--- src/rtl/pps_pkg.sv ---
package pps_pkg;
  localparam int ADDR_W = 32;
  localparam int LEN_W  = 16;
  localparam int IDX_W  = 3;

  typedef enum logic [IDX_W-1:0] {
    IDX_CTRL   = 3'd0,
    IDX_STATUS = 3'd1,
    IDX_STARTA = 3'd2,
    IDX_STARTB = 3'd3,
    IDX_LENS   = 3'd4,
    IDX_POS    = 3'd5,
    IDX_OFS    = 3'd6
  } reg_idx_e;

  localparam int CTRL_BITS = 6;
  localparam int RUN_BIT   = 0;
  localparam int WIDE_BIT  = 4;
  localparam int STEREO_BIT = 5;
endpackage

--- src/rtl/pps_seq.sv ---
module pps_seq
  import pps_pkg::*;
#(
  parameter int AW = ADDR_W,
  parameter int LW = LEN_W
) (
  input  logic          clk,
  input  logic          rst_n,
  input  logic          run,
  input  logic [2:0]    step,
  input  logic [AW-1:0] start_a,
  input  logic [AW-1:0] start_b,
  input  logic [LW-1:0] len_a,
  input  logic [LW-1:0] len_b,
  input  logic          tick,
  input  logic          out_ready,
  output logic          out_valid,
  output logic [AW-1:0] out_addr,
  output logic [1:0]    done,
  output logic          active,
  output logic [LW-1:0] offset,
  output logic [AW-1:0] position
);
  logic          valid_q;
  logic [AW-1:0] addr_q;
  logic          act_q;
  logic [LW-1:0] ofs_q;
  logic          fire;
  logic          wrap;
  logic [LW:0]   next_sum;
  logic [LW-1:0] cur_len;
  logic [AW-1:0] cur_base;

  assign cur_base = act_q ? start_b : start_a;
  assign cur_len  = act_q ? len_b : len_a;
  assign next_sum = {1'b0, ofs_q} + {{(LW-2){1'b0}}, step};
  assign wrap     = next_sum >= {1'b0, cur_len};
  assign fire     = tick && run && (!valid_q || out_ready);

  always_ff @(posedge clk) begin
    if (!rst_n) begin
      valid_q <= 1'b0;
      addr_q  <= '0;
      act_q   <= 1'b0;
      ofs_q   <= '0;
    end else begin
      if (valid_q && out_ready) valid_q <= 1'b0;
      if (fire) begin
        valid_q <= 1'b1;
        addr_q  <= cur_base + {{(AW-LW){1'b0}}, ofs_q};
        if (wrap) begin
          ofs_q <= '0;
          act_q <= ~act_q;
        end else begin
          ofs_q <= next_sum[LW-1:0];
        end
      end
    end
  end

  assign done[0]   = fire && wrap && !act_q;
  assign done[1]   = fire && wrap && act_q;
  assign out_valid = valid_q;
  assign out_addr  = addr_q;
  assign active    = act_q;
  assign offset    = ofs_q;
  assign position  = cur_base + {{(AW-LW){1'b0}}, ofs_q};
endmodule

--- src/rtl/pps_regs.sv ---
module pps_regs
  import pps_pkg::*;
#(
  parameter int AW = ADDR_W,
  parameter int LW = LEN_W
) (
  input  logic             clk,
  input  logic             rst_n,
  input  logic             wr,
  input  logic [IDX_W-1:0] idx,
  input  logic [31:0]      wdata,
  output logic [31:0]      rdata,
  input  logic [1:0]       done,
  input  logic             active,
  input  logic [LW-1:0]    offset,
  input  logic [AW-1:0]    position,
  output logic             run,
  output logic [2:0]       step,
  output logic [AW-1:0]    start_a,
  output logic [AW-1:0]    start_b,
  output logic [LW-1:0]    len_a,
  output logic [LW-1:0]    len_b,
  output logic [1:0]       flags
);
  logic [CTRL_BITS-1:0] ctrl_q;
  logic [1:0]           flag_q;
  logic [1:0]           ack;

  assign ack = (wr && idx == IDX_STATUS) ? wdata[2:1] : 2'b00;

  always_ff @(posedge clk) begin
    if (!rst_n) begin
      ctrl_q  <= '0;
      flag_q  <= '0;
      start_a <= '0;
      start_b <= '0;
      len_a   <= '0;
      len_b   <= '0;
    end else begin
      flag_q <= (flag_q & ~ack) | done;
      if (wr) begin
        case (idx)
          IDX_CTRL:   ctrl_q  <= wdata[CTRL_BITS-1:0];
          IDX_STARTA: start_a <= wdata[AW-1:0];
          IDX_STARTB: start_b <= wdata[AW-1:0];
          IDX_LENS: begin
            len_a <= wdata[LW-1:0];
            len_b <= wdata[2*LW-1:LW];
          end
          default: ;
        endcase
      end
    end
  end

  always_comb begin
    unique case ({ctrl_q[STEREO_BIT], ctrl_q[WIDE_BIT]})
      2'b00:   step = 3'd1;
      2'b11:   step = 3'd4;
      default: step = 3'd2;
    endcase
  end

  always_comb begin
    rdata = '0;
    case (idx)
      IDX_CTRL:   rdata[CTRL_BITS-1:0] = ctrl_q;
      IDX_STATUS: rdata[2:1] = flag_q;
      IDX_STARTA: rdata[AW-1:0] = start_a;
      IDX_STARTB: rdata[AW-1:0] = start_b;
      IDX_LENS:   rdata = {len_b, len_a};
      IDX_POS:    rdata[AW-1:0] = position;
      IDX_OFS:    rdata = {15'd0, active, offset};
      default:    rdata = '0;
    endcase
  end

  assign run   = ctrl_q[RUN_BIT];
  assign flags = flag_q;
endmodule

--- src/rtl/pingpong_addr_seq.sv ---
module pingpong_addr_seq
  import pps_pkg::*;
(
  input  logic             clk,
  input  logic             rst_n,
  input  logic             reg_wr,
  input  logic [IDX_W-1:0] reg_addr,
  input  logic [31:0]      reg_wdata,
  output logic [31:0]      reg_rdata,
  input  logic             tick,
  output logic             addr_valid,
  input  logic             addr_ready,
  output logic [ADDR_W-1:0] addr_out,
  output logic             irq
);
  logic              run;
  logic [2:0]        step;
  logic [ADDR_W-1:0] start_a, start_b, position;
  logic [LEN_W-1:0]  len_a, len_b, offset;
  logic [1:0]        done, flags;
  logic              active;

  pps_regs #(.AW(ADDR_W), .LW(LEN_W)) regs_i (
    .clk(clk), .rst_n(rst_n), .wr(reg_wr), .idx(reg_addr), .wdata(reg_wdata),
    .rdata(reg_rdata), .done(done), .active(active), .offset(offset),
    .position(position), .run(run), .step(step), .start_a(start_a),
    .start_b(start_b), .len_a(len_a), .len_b(len_b), .flags(flags)
  );

  pps_seq #(.AW(ADDR_W), .LW(LEN_W)) seq_i (
    .clk(clk), .rst_n(rst_n), .run(run), .step(step), .start_a(start_a),
    .start_b(start_b), .len_a(len_a), .len_b(len_b), .tick(tick),
    .out_ready(addr_ready), .out_valid(addr_valid), .out_addr(addr_out),
    .done(done), .active(active), .offset(offset), .position(position)
  );

  assign irq = |flags;
endmodule

--- config.mk ---
export PLATFORM = sky130hd
export DESIGN_NAME = pingpong_addr_seq
export DESIGN_NICKNAME = d
export VERILOG_FILES = /design/src/rtl/pps_pkg.sv /design/src/rtl/pps_seq.sv /design/src/rtl/pps_regs.sv /design/src/rtl/pingpong_addr_seq.sv
export SDC_FILE = /design/constraint.sdc
export NUM_CORES = 1
export LEC_CHECK = 0
export CAP_MARGIN = 30
export CORE_MARGIN = 2
export CORE_UTILIZATION = 45
export CTS_CLUSTER_SIZE = 28
export DETAILED_ROUTE_END_ITERATION = 6
export DONT_BUFFER_PORTS = 1
export HOLD_SLACK_MARGIN = 0.02
export PLACE_DENSITY_LB_ADDON = 0.3
export SLEW_MARGIN = 20
export SYNTH_ARGS = -nofsm -noshare
export SYNTH_HDL_FRONTEND = slang
export SYNTH_SLANG_ARGS = --single-unit
--- constraint.sdc ---
create_clock -name clk -period 7.5 [get_ports clk]
set_clock_uncertainty 0.2 [all_clocks]
set_input_delay 1.5 -clock clk [delete_from_list [all_inputs] [get_ports clk]]
set_output_delay 1.5 -clock clk [all_outputs]
set_load 0.01 [all_outputs]
==> reports/qor_table.md, run 1 <==
| Result | This run | Unit |
|:---|:---|:---|
| Final-layout fill cell count | 1960 | - |
| Net Count, Synth | 1289 | - |
| Portion of netlist area occupied by mux cells | 8.82 | % |
| Number of remaining DRC errors | 0 | - |
| TritonCTS clock tree | done | - |
| Final net count | 1232 | - |
| Distinct cell type count of the synthesized netlist | 78 | - |
| Power Dens Cells | 181 | nW/um^2 |
| Average footprint of a synthesized cell | 7.75 | sq um |
| Portion of total power attributed to combinational logic | 6.4 | % |
| Port buffer count | 0 | - |
| Post-synthesis register bit count | 154 | - |
| Fraction of power spent switching nets | 27.8 | % |
| Share of flip-flops with an asynchronous set or reset after synthesis | 0 | % |
| RSZ-0062 raised after global routing | no | - |
| Clock edge transition at the registers on the reported setup and hold paths | 0.06 | ns |
| IR Drop Worst-Case VDD | 133 | uV |
| Sum of negative setup slack | 0 | ns |
| Fraction of layout instances using a drive strength above 1 | 9.35 | % |
| Most area-consuming cells after synthesis | sky130_fd_sc_hd__dfxtp_1, sky130_fd_sc_hd__nand2_1, sky130_fd_sc_hd__a21oi_1, sky130_fd_sc_hd__mux2i_1, sky130_fd_sc_hd__ha_1 | - |
| CORE AREA | 20400 | sq um |
| Static leakage | 0.00357 | uW |
| Sequential element share of the synthesized area | 32.9 | % |
| Vertical die dimension | 148 | um |
| Gate count after technology mapping | 1210 | - |
| Post-detailed-route via-to-cell ratio | 6.07 | - |
| Final Worst Setup Slack | 1.79 | ns |
| Hold_buf cts | 0 | - |
| Int Power | 1320 | uW |
| Largest family of logic cells by synthesized area | simple AND/OR/NAND/NOR gates | - |
| Post-Synth XOR/XNOR Area | 3.45 | % |
| Starting DRT DRC Count | 909 | - |
| Class of the most critical setup path | register to output pin | - |
| Num CTS Buffers | 17 | - |
| Clk Latency, worst-skew pair | 0.44 | ns |
| Worst reg2reg path startpoint | regs_i.ctrl_q[4] | - |
| Via count of the first global-routing pass | 7719 | - |
| Number of enable flip-flop cells after synthesis | 0 | - |
| Post-DP HPWL | 22.0 | mm |
| Data required time at the worst endpoint | 5.80 | ns |
| Yosys warns | 0 | - |
| Root buffer cell | sky130_fd_sc_hd__clkbuf_16 | - |
| Number of instances resized during post-cts repair | 0 | - |
| Final-report max-slew violation count | 0 | - |
| Setup-failing EPs final | 0 | - |
| Fmax | 175 | MHz |
| Hold Vio Cnt, Final | 0 | - |
| Post-synthesis cell area | 9380 | sq um |
| Average detailed-routed wire length per instance | 20.8 | um |
| Area of the die | 22000 | sq um |
| GRT Resource Usage Total | 26.8 | % |
| Layout area overhead | 7.64 | % |
| Routability-driven placement congestion ratio | 0.959 | - |
| Most common flop cell mapped by yosys | sky130_fd_sc_hd__dfxtp_1 | - |
| Tcrit/Tclk final | 76.2 | % |
| Global-route wire length before repair | 45.6 | mm |
| Compound-gate portion of the synthesized area | 20.9 | % |
| Clock network fraction of total power | 47.2 | % |
| Starting density of the core | 46.1 | % |
| Area fraction in and, or, nand and nor cells after synthesis | 24.0 | % |
| Top fanout value on the critical path | 40 | - |
| Category of the worst setup path launch point | register | - |
| Max-cap viol count | 0 | - |
| Antenna violations before repair | 0 | - |
| Shortest period the worst path allows | 5.71 | ns |
| Proportion of power drawn by flip-flops and latches | 46.4 | % |
| Width of the die | 148 | um |
| Biggest area consumer among synthesized cells | sky130_fd_sc_hd__dfxtp_1 | - |
| Startpoint of the most critical setup path | seq_i.active | - |
| Setup slack at placement | 2.32 | ns |
| Final ANT Viol Nets | 0 | - |
| Count of vias placed by the detailed router | 8715 | - |
| 1st-pass router iterations | 7 | - |
| Total setup buffers inserted after CTS | 0 | - |
| Total wire length after detailed routing | 29.8 | mm |
| Depth of the CTS H-tree | 4 | - |
| Count of standard-cell rows | 52 | - |
| Area share of fa/ha/maj cells after synthesis | 5.36 | % |
| Total grt overflow | 0 | - |
| Maximum number of pins on one net before global-route repair | 65 | - |
| Net switching power figure | 506 | uW |
| Result of the run | finished clean | - |
| I/O pins | 106 | - |
| Number of sinks on the clock net | 154 | - |
| Endpoint class of the critical path | output pin | - |
| Longest Clk Path Bufs | 2 | - |
| Antenna Cells | 0 | - |
| Headroom to the max-slew limit | 32.2 | % |
| Worst-margin pin slew | 1.02 | ns |
| Portion of synthesized cell area occupied by the leading cell type | 32.9 | % |
| Path class of the lowest-slack min-delay path | register to register | - |
| Worst EP arrival | 4.01 | ns |
| Min-delay src | regs_i.len_a[11] | - |
[kinds of logic after synthesis]
family,Yosys count
XOR/XNOR,37
AND/OR/NAND/NOR,494
AO/OA/AOI/OAI,307
buffers and inverters,102
multiplexers,77
adder cells (fa/ha/maj),39
flip-flops,154
[layout by cell type, fill, tap and decap left out, types with 5 or more instances in the layout]
master / synthesis / routed
sky130_fd_sc_hd__o221ai_1: 15 / 15
sky130_fd_sc_hd__xor2_1: 14 / 14
sky130_fd_sc_hd__o21ai_1: 5 / 5
sky130_fd_sc_hd__mux2i_1: 50 / 50
sky130_fd_sc_hd__a221o_1: 5 / 5
sky130_fd_sc_hd__clkbuf_16: 0 / 17
sky130_fd_sc_hd__a21oi_2: 6 / 6
sky130_fd_sc_hd__a31oi_1: 9 / 9
sky130_fd_sc_hd__nor3_1: 5 / 5
sky130_fd_sc_hd__inv_1: 12 / 12
sky130_fd_sc_hd__a21o_1: 13 / 13
sky130_fd_sc_hd__a22o_1: 10 / 10
sky130_fd_sc_hd__nand3b_1: 5 / 5
sky130_fd_sc_hd__nand4_1: 16 / 16
sky130_fd_sc_hd__a22oi_1: 10 / 10
sky130_fd_sc_hd__nand4b_1: 6 / 6
sky130_fd_sc_hd__nand2b_1: 6 / 6
sky130_fd_sc_hd__nor4_1: 5 / 5
sky130_fd_sc_hd__ha_1: 37 / 37
sky130_fd_sc_hd__nand2_1: 294 / 294
sky130_fd_sc_hd__mux2_2: 25 / 25
sky130_fd_sc_hd__nor2b_1: 12 / 11
sky130_fd_sc_hd__nand3_1: 54 / 53
sky130_fd_sc_hd__o211ai_1: 7 / 7
sky130_fd_sc_hd__clkinv_8: 0 / 5
sky130_fd_sc_hd__buf_4: 5 / 10
sky130_fd_sc_hd__o21ai_0: 35 / 35
sky130_fd_sc_hd__dfxtp_1: 154 / 153
sky130_fd_sc_hd__nor2_1: 53 / 52
sky130_fd_sc_hd__and3_1: 8 / 8
sky130_fd_sc_hd__a21oi_1: 159 / 159
sky130_fd_sc_hd__xnor2_1: 23 / 23
[cell type report]
| type | count | area, sq um | area share, % |
|---|---|---|---|
| multi-input combinational | 954 | 5890 | 58.3 |
| sequential | 154 | 3080 | 30.5 |
| clock buffer | 17 | 425 | 4.21 |
| tap | 270 | 338 | 3.35 |
| clock inverter | 15 | 175 | 1.73 |
| timing repair buffer | 13 | 138 | 1.36 |
| inverter | 13 | 51.3 | 0.508 |
[sequential cells by signal (all words and copies together), names as in the netlist]
signal,flops
regs_i.len_a,16
seq_i.out_valid,1
seq_i.offset,16
seq_i.active,1
regs_i.start_a,32
regs_i.len_b,16
regs_i.flags,2
regs_i.start_b,32
regs_i.ctrl_q,6
seq_i.out_addr,32
[Yosys cell counts, drive strengths merged (3+ instances only)]
cell type	instances
clkbuf	59
a221oi	3
a22o	10
o21bai	3
o21ai	40
a221o	5
o211ai	8
mux2	25
and3	8
nor4	6
a21o	13
xnor2	23
o41ai	4
a22oi	12
nor3b	4
o221ai	15
nor3	7
nor2	54
or3	5
ha	37
nor2b	12
and2	5
a21oi	165
a31oi	9
inv	12
nand3	55
mux2i	50
xor2	14
buf	30
dfxtp	154
nand2	295
nand2b	6
nand3b	5
nand4b	6
nand4	19
and3b	3
[critical path, cell delays in order, from the launching register on]
cell	delay, ns
sky130_fd_sc_hd__dfxtp_2	0.82
sky130_fd_sc_hd__buf_4	0.53
sky130_fd_sc_hd__mux2_2	0.39
sky130_fd_sc_hd__ha_1	0.42
sky130_fd_sc_hd__nand2_1	0.10
sky130_fd_sc_hd__o2111ai_2	0.50
sky130_fd_sc_hd__and2_1	0.37
sky130_fd_sc_hd__xor2_1	0.22
sky130_fd_sc_hd__o221ai_1	0.21
[per-stage QoR]
stage          hold WS, ns  power, uW  cells  utilization [%]  instance area, sq um
2_1_floorplan        0.242        955   1210                -                  9380
3_3_place_gp         0.258        974   1401             46.3                  9430
3_5_place_dp         0.267        978   1403             46.6                  9490
4_1_cts              0.277       1830   1435             49.5                 10100
5_1_grt              0.289       1880   1436             49.6                 10100
6_report             0.279       1820   1436             49.6                 10100
[power groups by stage]
stage	combinational [uW]	sequential, uW	clock, uW
6_report	117	846	861
5_1_grt	127	846	904
4_1_cts	115	845	871
3_5_place_dp	114	864	0
3_3_place_gp	111	863	0
2_1_floorplan	99.4	856	0
[path summary, 6_finish.rpt]
check,endpoint,slack [ns],cells past startpoint
max,reg_rdata[21],1.79,8
min,regs_i.len_a[11],0.28,2
max reg2reg,seq_i.active,2.88,18
min reg2reg,regs_i.len_a[11],0.28,2
[metal layers]
metal	GRT usage, %	routed length (um)
met5	0	0
met4	10.0	1010
met3	5.40	2690
met2	37.6	12100
met1	40.0	14000
Power figures use the tool's default switching activity.
==> inputs of run 2 (changes only) <==
clock period = 4.63 ns   (was 7.5 ns; I/O delays follow)
==> run 2 against run 1 <==
Compared with the run above:
- worst setup slack worse by 1.7 ns
- final area is 2.8% higher
- non-clock buffer count is 14 higher
==> reports/qor_table.md, run 2 (same netlist as run 1, synthesis figures left out) <==
| Result | This run | Unit | Change |
|:---|:---|:---|:---|
| Worst Path Buf+Inv | 0 | - | was 1 |
| Starting DRT DRC Count | 990 | - | was 909 |
| Vertical die dimension | 148 | um | unchanged |
| Width of the die | 148 | um | unchanged |
| Clk Latency, worst-skew pair | 0.44 | ns | about the same |
| Cell-by-cell trace of the critical path | mux2_2, ha_1, fa_1, a21oi_1, o22ai_2, a41oi_4, a21o_1, nor3b_2, xor2_1, o221ai_2 | - | was buf_4, mux2_2, ha_1, nand2_1, o2111ai_2, and2_1, xor2_1, o221ai_1 |
| Number of remaining DRC errors | 0 | - | unchanged |
| Count of vias placed by the detailed router | 9004 | - | was 8715 |
| IR Drop Worst-Case VDD | 230 | uV | was 133 uV |
| CP top delay family | compound AO/OA/AOI/OAI gates | - | was flip-flops |
| Fraction of layout instances using a drive strength above 1 | 12.4 | % | was 9.35% |
| Setup-failing EPs final | 0 | - | unchanged |
| Top fanout value on the critical path | 8 | - | was 40 |
| Area post-placement | 9560 | sq um | was 9490 sq um |
| Layout area overhead | 10.7 | % | was 7.64% |
| Starting density of the core | 46.1 | % | unchanged |
| Worst path max stage delay | 0.42 | ns | was 0.82 ns |
| Max-cap viol count | 0 | - | unchanged |
| 1st-pass router iterations | 5 | - | was 7 |
| Via count of the first global-routing pass | 7910 | - | was 7719 |
| Critical-path cell with the highest stage delay | sky130_fd_sc_hd__dfxtp_4 | - | was sky130_fd_sc_hd__dfxtp_2 |
| Number of sinks on the clock net | 154 | - | unchanged |
| Fmax | 220 | MHz |  |
| I/O pins | 106 | - | unchanged |
| Hold Vio Cnt, Final | 0 | - | unchanged |
| Path class of the lowest-slack min-delay path | register to register | - | unchanged |
| Average detailed-routed wire length per instance | 21.7 | um | was 20.8 um |
| Power Dens Cells | 288 | nW/um^2 | was 181 nW/um^2 |
| Maximum number of pins on one net before global-route repair | 91 | - | was 65 |
| Class of the most critical setup path | register to output pin | - | unchanged |
| Worst EP arrival | 3.42 | ns | was 4.01 ns |
| Total grt overflow | 0 | - | unchanged |
| Area of the die | 22000 | sq um | unchanged |
| TritonCTS clock tree | done | - | unchanged |
| Global-route wire length before repair | 47.7 | mm | was 45.6 mm |
| Num CTS Buffers | 17 | - | unchanged |
| Depth of the CTS H-tree | 4 | - | unchanged |
| Final Power | 2990 | uW | was 1820 uW |
| Final-report max-slew violation count | 0 | - | unchanged |
| Count of standard-cell rows | 52 | - | unchanged |
| Result of the run | finished clean | - | unchanged |
| Most frequent standard cell in the layout excluding fill and tap cells | sky130_fd_sc_hd__nand2_1 | - | unchanged |
| Antenna Cells | 0 | - | unchanged |
| GRT Resource Usage Total | 28.1 | % | was 26.8% |
| Total wire length after detailed routing | 31.5 | mm | was 29.8 mm |
| Worst-margin pin slew | 0.963 | ns | was 1.02 ns |
| Tcrit/Tclk final | 98.2 | % |  |
| Post-route design area | 10400 | sq um | was 10100 sq um |
| Endpoint class of the critical path | output pin | - | unchanged |
| Longest Clk Path Bufs | 2 | - | unchanged |
| Data required time at the worst endpoint | 3.50 | ns | was 5.80 ns |
| Final ANT Viol Nets | 0 | - | unchanged |
| Shortest period the worst path allows | 4.55 | ns |  |
| Headroom to the max-slew limit | 35.6 | % | was 32.2% |
| Routability-driven placement congestion ratio | 0.960 | - | was 0.959 |
| Antenna violations before repair | 0 | - | unchanged |
| Top library cells by usage in the layout, fill and taps aside | sky130_fd_sc_hd__nand2_1, sky130_fd_sc_hd__a21oi_1, sky130_fd_sc_hd__dfxtp_1, sky130_fd_sc_hd__nor2_1, sky130_fd_sc_hd__nand3_1 | - | was sky130_fd_sc_hd__nand2_1, sky130_fd_sc_hd__a21oi_1, sky130_fd_sc_hd__dfxtp_1, sky130_fd_sc_hd__nand3_1, sky130_fd_sc_hd__nor2_1 |
| Root buffer cell | sky130_fd_sc_hd__clkbuf_16 | - | unchanged |
| Category of the worst setup path launch point | register | - | unchanged |
| Post-detailed-route via-to-cell ratio | 6.21 | - | was 6.07 |
| Port buffer count | 0 | - | unchanged |
| Post-DP HPWL | 22.5 | mm | was 22.0 mm |
| Static leakage | 0.00366 | uW | was 0.00357 uW |
| RSZ-0062 raised after global routing | yes | - | was no |
| Clock edge transition at the registers on the reported setup and hold paths | 0.07 | ns | was 0.06 ns |
| Final net count | 1247 | - | was 1232 |
| CORE AREA | 20400 | sq um | unchanged |
[run 2: tightest hold or removal path, stage by stage, from the launching register on]
cell and delay (ns):
sky130_fd_sc_hd__dfxtp_1 0.32, sky130_fd_sc_hd__nand2_1 0.05, sky130_fd_sc_hd__a21oi_1 0.05
[run 2: worst paths after layout]
path	start	end	slack (ns)	cells after the start
worst min-delay path	regs_i.start_a[0]	regs_i.start_a[0]	0.27	2
worst max-delay path	seq_i.active	reg_rdata[28]	0.08	10
worst max register to register	regs_i.ctrl_q[4]	seq_i.offset[13]	0.41	19
worst min register to register	regs_i.start_a[0]	regs_i.start_a[0]	0.27	2
[run 2: through the flow]
step	util (%)	setup slack (ns)	setup TNS, ns	hold slack, ns	cells
after floorplan	-	0.169	0	0.242	1210
after global placement	47.0	0.373	0	0.264	1414
after detailed placement	47.0	0.329	0	0.264	1414
after CTS	50.1	0.0113	0	0.274	1446
after global routing	51.0	-0.0609	-0.164	0.300	1451
final	51.0	0.0834	0	0.275	1451
[run 2: what timing repair did]
item	CTS	global route
setup endpoints to repair	8	20
gates cloned	0	1
pin swaps	0	5
hold buffers	0	0
setup buffers	0	3
gates resized for setup	8	23
endpoints found under the hold margin	0	0
[run 2: routing by layer]
layer	track usage, %	wire [um]	vias to the layer above
met5	0	0	-
met4	8.38	635	0
met3	5.28	3290	31
met2	40.0	13100	501
met1	42.6	14500	4265
li1	-	-	4207
[run 2: area by class of cell]
class	count	area [sq um]
Tap cell	270	338
Clock inverter	15	168
Fill cell	1921	9980
Timing Repair Buffer	27	248
Sequential cell	154	3090
Multi-Input combinational cell	955	6060
Inverter	13	51.3
Clock buffer	17	425
[run 2: report_power, final]
group / switching (uW) / leakage [uW] / internal, uW
Combinational: 134 / 0.00213 / 74.9
Sequential: 26.5 / 0.00124 / 1340
Clock: 687 / 0.000288 / 728
Total: 848 / 0.00366 / 2150
==> inputs of run 3 (changes only) <==
SYNTH_HIERARCHICAL = 1   (was default)
==> run 3 against run 2 <==
Compared with the run above:
- clock power is essentially flat
- final area grew 6.5%
- die area grew 3.4%
- combinational power shrank 15%
- critical endpoint is now reg_rdata[25]
- largest cell class unchanged
- largest power group unchanged
==> reports/qor_table.md, run 3 <==
| Result | This run | Unit | Change |
|:---|:---|:---|:---|
| Result of the run | finished clean | - | unchanged |
| Portion of synthesized cell area occupied by the leading cell type | 31.8 | % | was 32.9% |
| Number of remaining DRC errors | 0 | - | unchanged |
| Via count of the first global-routing pass | 7876 | - | was 7910 |
| Number of sinks on the clock net | 154 | - | unchanged |
| Starting DRT DRC Count | 1137 | - | was 990 |
| Worst-margin pin slew | 0.872 | ns | was 0.963 ns |
| Most area-consuming cells after synthesis | sky130_fd_sc_hd__dfxtp_1, sky130_fd_sc_hd__nand2_1, sky130_fd_sc_hd__mux2i_1, sky130_fd_sc_hd__ha_1, sky130_fd_sc_hd__nand3_1 | - | was sky130_fd_sc_hd__dfxtp_1, sky130_fd_sc_hd__nand2_1, sky130_fd_sc_hd__a21oi_1, sky130_fd_sc_hd__mux2i_1, sky130_fd_sc_hd__ha_1 |
| Starting density of the core | 46.0 | % | was 46.1% |
| Length in cells of the worst reg-to-reg path | 18 | - | was 19 |
| Category of the worst setup path launch point | register | - | unchanged |
| Count of standard-cell rows | 53 | - | was 52 |
| Final-report max-slew violation count | 0 | - | unchanged |
| Most instantiated library cell after synthesis | sky130_fd_sc_hd__nand2_1 | - | unchanged |
| Distinct cell type count of the synthesized netlist | 79 | - | was 78 |
| Tcrit/Tclk final | 99.9 | % | was 98.2% |
| Layout area overhead | 13.9 | % | was 10.7% |
| Share of flip-flops with an asynchronous set or reset after synthesis | 0 | % | unchanged |
| Routability-driven placement congestion ratio | 0.968 | - | was 0.960 |
| Total area of multi-input combinational cells | 6520 | sq um | was 6060 sq um |
| Count of cells along the worst hold path | 2 | - | unchanged |
| Yosys warns | 6 | - | was 0 |
| Post-route design area | 11100 | sq um | was 10400 sq um |
| Clock edge transition at the registers on the reported setup and hold paths | 0.07 | ns | about the same |
| Final-layout fill cell count | 1956 | - | was 1921 |
| Sum of negative setup slack | 0 | ns | unchanged |
| 1st-pass router iterations | 7 | - | was 5 |
| Num CTS Buffers | 17 | - | unchanged |
| Worst Path Buf+Inv | 1 | - | was 0 |
| Total wire length after detailed routing | 31.9 | mm | was 31.5 mm |
| Fraction of layout instances using a drive strength above 1 | 14.4 | % | was 12.4% |
| Maximum number of pins on one net before global-route repair | 191 | - | was 91 |
| Top cells by instance count after synthesis | sky130_fd_sc_hd__nand2_1, sky130_fd_sc_hd__dfxtp_1, sky130_fd_sc_hd__nand3_1 | - | was sky130_fd_sc_hd__nand2_1, sky130_fd_sc_hd__a21oi_1, sky130_fd_sc_hd__dfxtp_1 |
| Total grt overflow | 0 | - | unchanged |
| Worst path max stage delay | 0.44 | ns | was 0.42 ns |
| Gate count after technology mapping | 1194 | - | was 1210 |
| Endpoint class of the critical path | output pin | - | unchanged |
| TritonCTS clock tree | done | - | unchanged |
| Headroom to the max-slew limit | 41.8 | % | was 35.6% |
| Post-synthesis register bit count | 154 | - | unchanged |
| Root buffer cell | sky130_fd_sc_hd__clkbuf_16 | - | unchanged |
| Most frequent standard cell in the layout excluding fill and tap cells | sky130_fd_sc_hd__nand2_1 | - | unchanged |
| Worst EP arrival | 3.50 | ns | was 3.42 ns |
| Fmax | 216 | MHz | was 220 MHz |
| Area taken by flip-flops and latches | 3090 | sq um | unchanged |
| Hold Vio Cnt, Final | 0 | - | unchanged |
| Setup-failing EPs final | 0 | - | unchanged |
| Path class of the lowest-slack min-delay path | register to register | - | unchanged |
| RSZ-0062 raised after global routing | yes | - | unchanged |
| Number of cells in the design after placement | 1410 | - | was 1414 |
| Critical-path cell with the highest stage delay | sky130_fd_sc_hd__dfxtp_4 | - | unchanged |
| Average footprint of a synthesized cell | 8.13 | sq um | was 7.75 sq um |
| Area post-placement | 9970 | sq um | was 9560 sq um |
| Class of the most critical setup path | register to output pin | - | unchanged |
| CORE AREA | 21100 | sq um | was 20400 sq um |
| Cell-by-cell trace of the critical path | buf_8, mux2_2, ha_4, o21ai_0, a21oi_2, nand3_1, a31o_4, a21oi_1, xnor2_1, a22o_1, a221o_1 | - | was mux2_2, ha_1, fa_1, a21oi_1, o22ai_2, a41oi_4, a21o_1, nor3b_2, xor2_1, o221ai_2 |
| Shortest period the worst path allows | 4.62 | ns | was 4.55 ns |
| Crit path depth | 11 | - | was 10 |
| CP top delay family | compound AO/OA/AOI/OAI gates | - | unchanged |
| Count of vias placed by the detailed router | 9053 | - | was 9004 |
| Hold Slack | 0.285 | ns | was 0.275 ns |
| Post-DP HPWL | 23.0 | mm | was 22.5 mm |
| Static leakage | 0.00393 | uW | was 0.00366 uW |
| Biggest area consumer among synthesized cells | sky130_fd_sc_hd__dfxtp_1 | - | unchanged |
| Longest Clk Path Bufs | 2 | - | unchanged |
| Final net count | 1249 | - | was 1247 |
| Depth of the CTS H-tree | 4 | - | unchanged |
| Number of enable flip-flop cells after synthesis | 0 | - | unchanged |
| Most common flop cell mapped by yosys | sky130_fd_sc_hd__dfxtp_1 | - | unchanged |
| Data required time at the worst endpoint | 3.50 | ns | about the same |
| Area of the die | 22800 | sq um | was 22000 sq um |
| Width of the die | 151 | um | was 148 um |
| Net Count, Synth | 1273 | - | was 1289 |
| I/O pins | 106 | - | unchanged |
| Max-cap viol count | 0 | - | unchanged |
| Average detailed-routed wire length per instance | 21.9 | um | was 21.7 um |
| Vertical die dimension | 151 | um | was 148 um |
| GRT Resource Usage Total | 27.5 | % | was 28.1% |
| Final ANT Viol Nets | 0 | - | unchanged |
| Sequential element share of the synthesized area | 31.8 | % | was 32.9% |
| IR Drop Worst-Case VDD | 200 | uV | was 230 uV |
| Final Power | 2970 | uW | was 2990 uW |
| Global-route wire length before repair | 47.5 | mm | was 47.7 mm |
| Power Dens Cells | 269 | nW/um^2 | was 288 nW/um^2 |
| Top library cells by usage in the layout, fill and taps aside | sky130_fd_sc_hd__nand2_1, sky130_fd_sc_hd__dfxtp_1, sky130_fd_sc_hd__nand3_1, sky130_fd_sc_hd__nor2_1, sky130_fd_sc_hd__a21boi_0 | - | was sky130_fd_sc_hd__nand2_1, sky130_fd_sc_hd__a21oi_1, sky130_fd_sc_hd__dfxtp_1, sky130_fd_sc_hd__nor2_1, sky130_fd_sc_hd__nand3_1 |
| Post-synthesis cell area | 9710 | sq um | was 9380 sq um |
| Clk Latency, worst-skew pair | 0.44 | ns | about the same |
| Post-route insts no fill | 1458 | - | was 1451 |
| Antenna Cells | 0 | - | unchanged |
| Post-detailed-route via-to-cell ratio | 6.21 | - | about the same |
| Hold_buf cts | 0 | - | unchanged |
| Top fanout value on the critical path | 11 | - | was 8 |
| Antenna violations before repair | 0 | - | unchanged |
| Port buffer count | 0 | - | unchanged |
## run 3: cell count changes in the layout (fill, tap and decap cells not counted), sizes merged, moves of 12 or more
cell / change
a21oi: -113
nand2: -71
a21boi: +67
nand3: +24
a221o: +18
buf: +18
nor2b: +15
a22o: +12
o221ai: -12
## run 3: cell families (layout without fill, tap and decap cells)
logic type | count (synthesis) | in the layout | share of synthesized area [%]
simple gates | 462 | 463 | 22.3
compound gates | 312 | 312 | 23.6
flops | 154 | 154 | 31.8
buf+inv | 111 | 99 | 5.26
mux | 73 | 73 | 7.98
xor+xnor | 43 | 43 | 3.88
fa+ha+maj | 39 | 39 | 5.18
## run 3: per-layer routing
layer / track usage, % / up-vias / share of wire, %
met2: 37.6 / 448 / 41
met5: 0 / - / 0
met3: 6.36 / 49 / 9.7
li1: - / 4265 / -
met4: 8.50 / 0 / 3.0
met1: 42.2 / 4291 / 47
## run 3: metrics by stage
stage | setup slack [ns] | utilization [%]
3_3_place_gp | 0.234 | 46.9
6_report | 0.00638 | 52.4
3_5_place_dp | 0.236 | 47.3
5_1_grt | -0.0833 | 52.4
4_1_cts | -0.00452 | 50.8
2_1_floorplan | 0.0187 | -
## run 3: where the power goes
group	internal, uW	switching [uW]	total, uW
combinational	77.2	101	178
sequential	1340	28.1	1370
clock	732	694	1430
total	2150	822	2970
## run 3: worst reg2reg max path: stages (launching register included)
cell and delay (ns):
sky130_fd_sc_hd__dfxtp_1 0.40, sky130_fd_sc_hd__inv_1 0.06, sky130_fd_sc_hd__ha_1 0.20, sky130_fd_sc_hd__ha_1 0.21
sky130_fd_sc_hd__fa_1 0.41, sky130_fd_sc_hd__a21o_1 0.20, sky130_fd_sc_hd__nand3_1 0.15, sky130_fd_sc_hd__nor2_1 0.10
sky130_fd_sc_hd__and3_1 0.22, sky130_fd_sc_hd__xor2_1 0.16, sky130_fd_sc_hd__ha_1 0.21, sky130_fd_sc_hd__a2111oi_0 0.34
sky130_fd_sc_hd__o21ai_1 0.12, sky130_fd_sc_hd__o21a_1 0.14, sky130_fd_sc_hd__nand2_1 0.06, sky130_fd_sc_hd__nand4_1 0.15
sky130_fd_sc_hd__buf_4 0.24, sky130_fd_sc_hd__or4_1 0.42, sky130_fd_sc_hd__o211ai_2 0.08
## run 3: cell type report
cell class,count,share of cell area [%]
clock inverter,15,1.61
timing repair buffer,45,3.80
inverter,22,0.747
sequential,154,27.9
tap,275,3.11
multi-input combinational,930,59.0
clock buffer,17,3.85
## run 3: worst paths after layout
kind | to | slack, ns | from
worst min-delay path | regs_i/start_b[2] | 0.29 | regs_i/start_b[2]
worst min register to register | regs_i/start_b[2] | 0.29 | regs_i/start_b[2]
worst max register to register | seq_i/offset[13] | 0.48 | regs_i/ctrl_q[4]
worst max-delay path | reg_rdata[25] | 0.006 | seq_i/active
## run 3: repair_timing
| item | 4_1_cts | 5_1_grt |
|---|---|---|
| setup buffers | 2 | 13 |
| cloned | 0 | 1 |
| pin swaps | 8 | 17 |
| hold endpoints to repair | 0 | 0 |
| setup endpoints to repair | 20 | 20 |
| resized for setup | 22 | 44 |
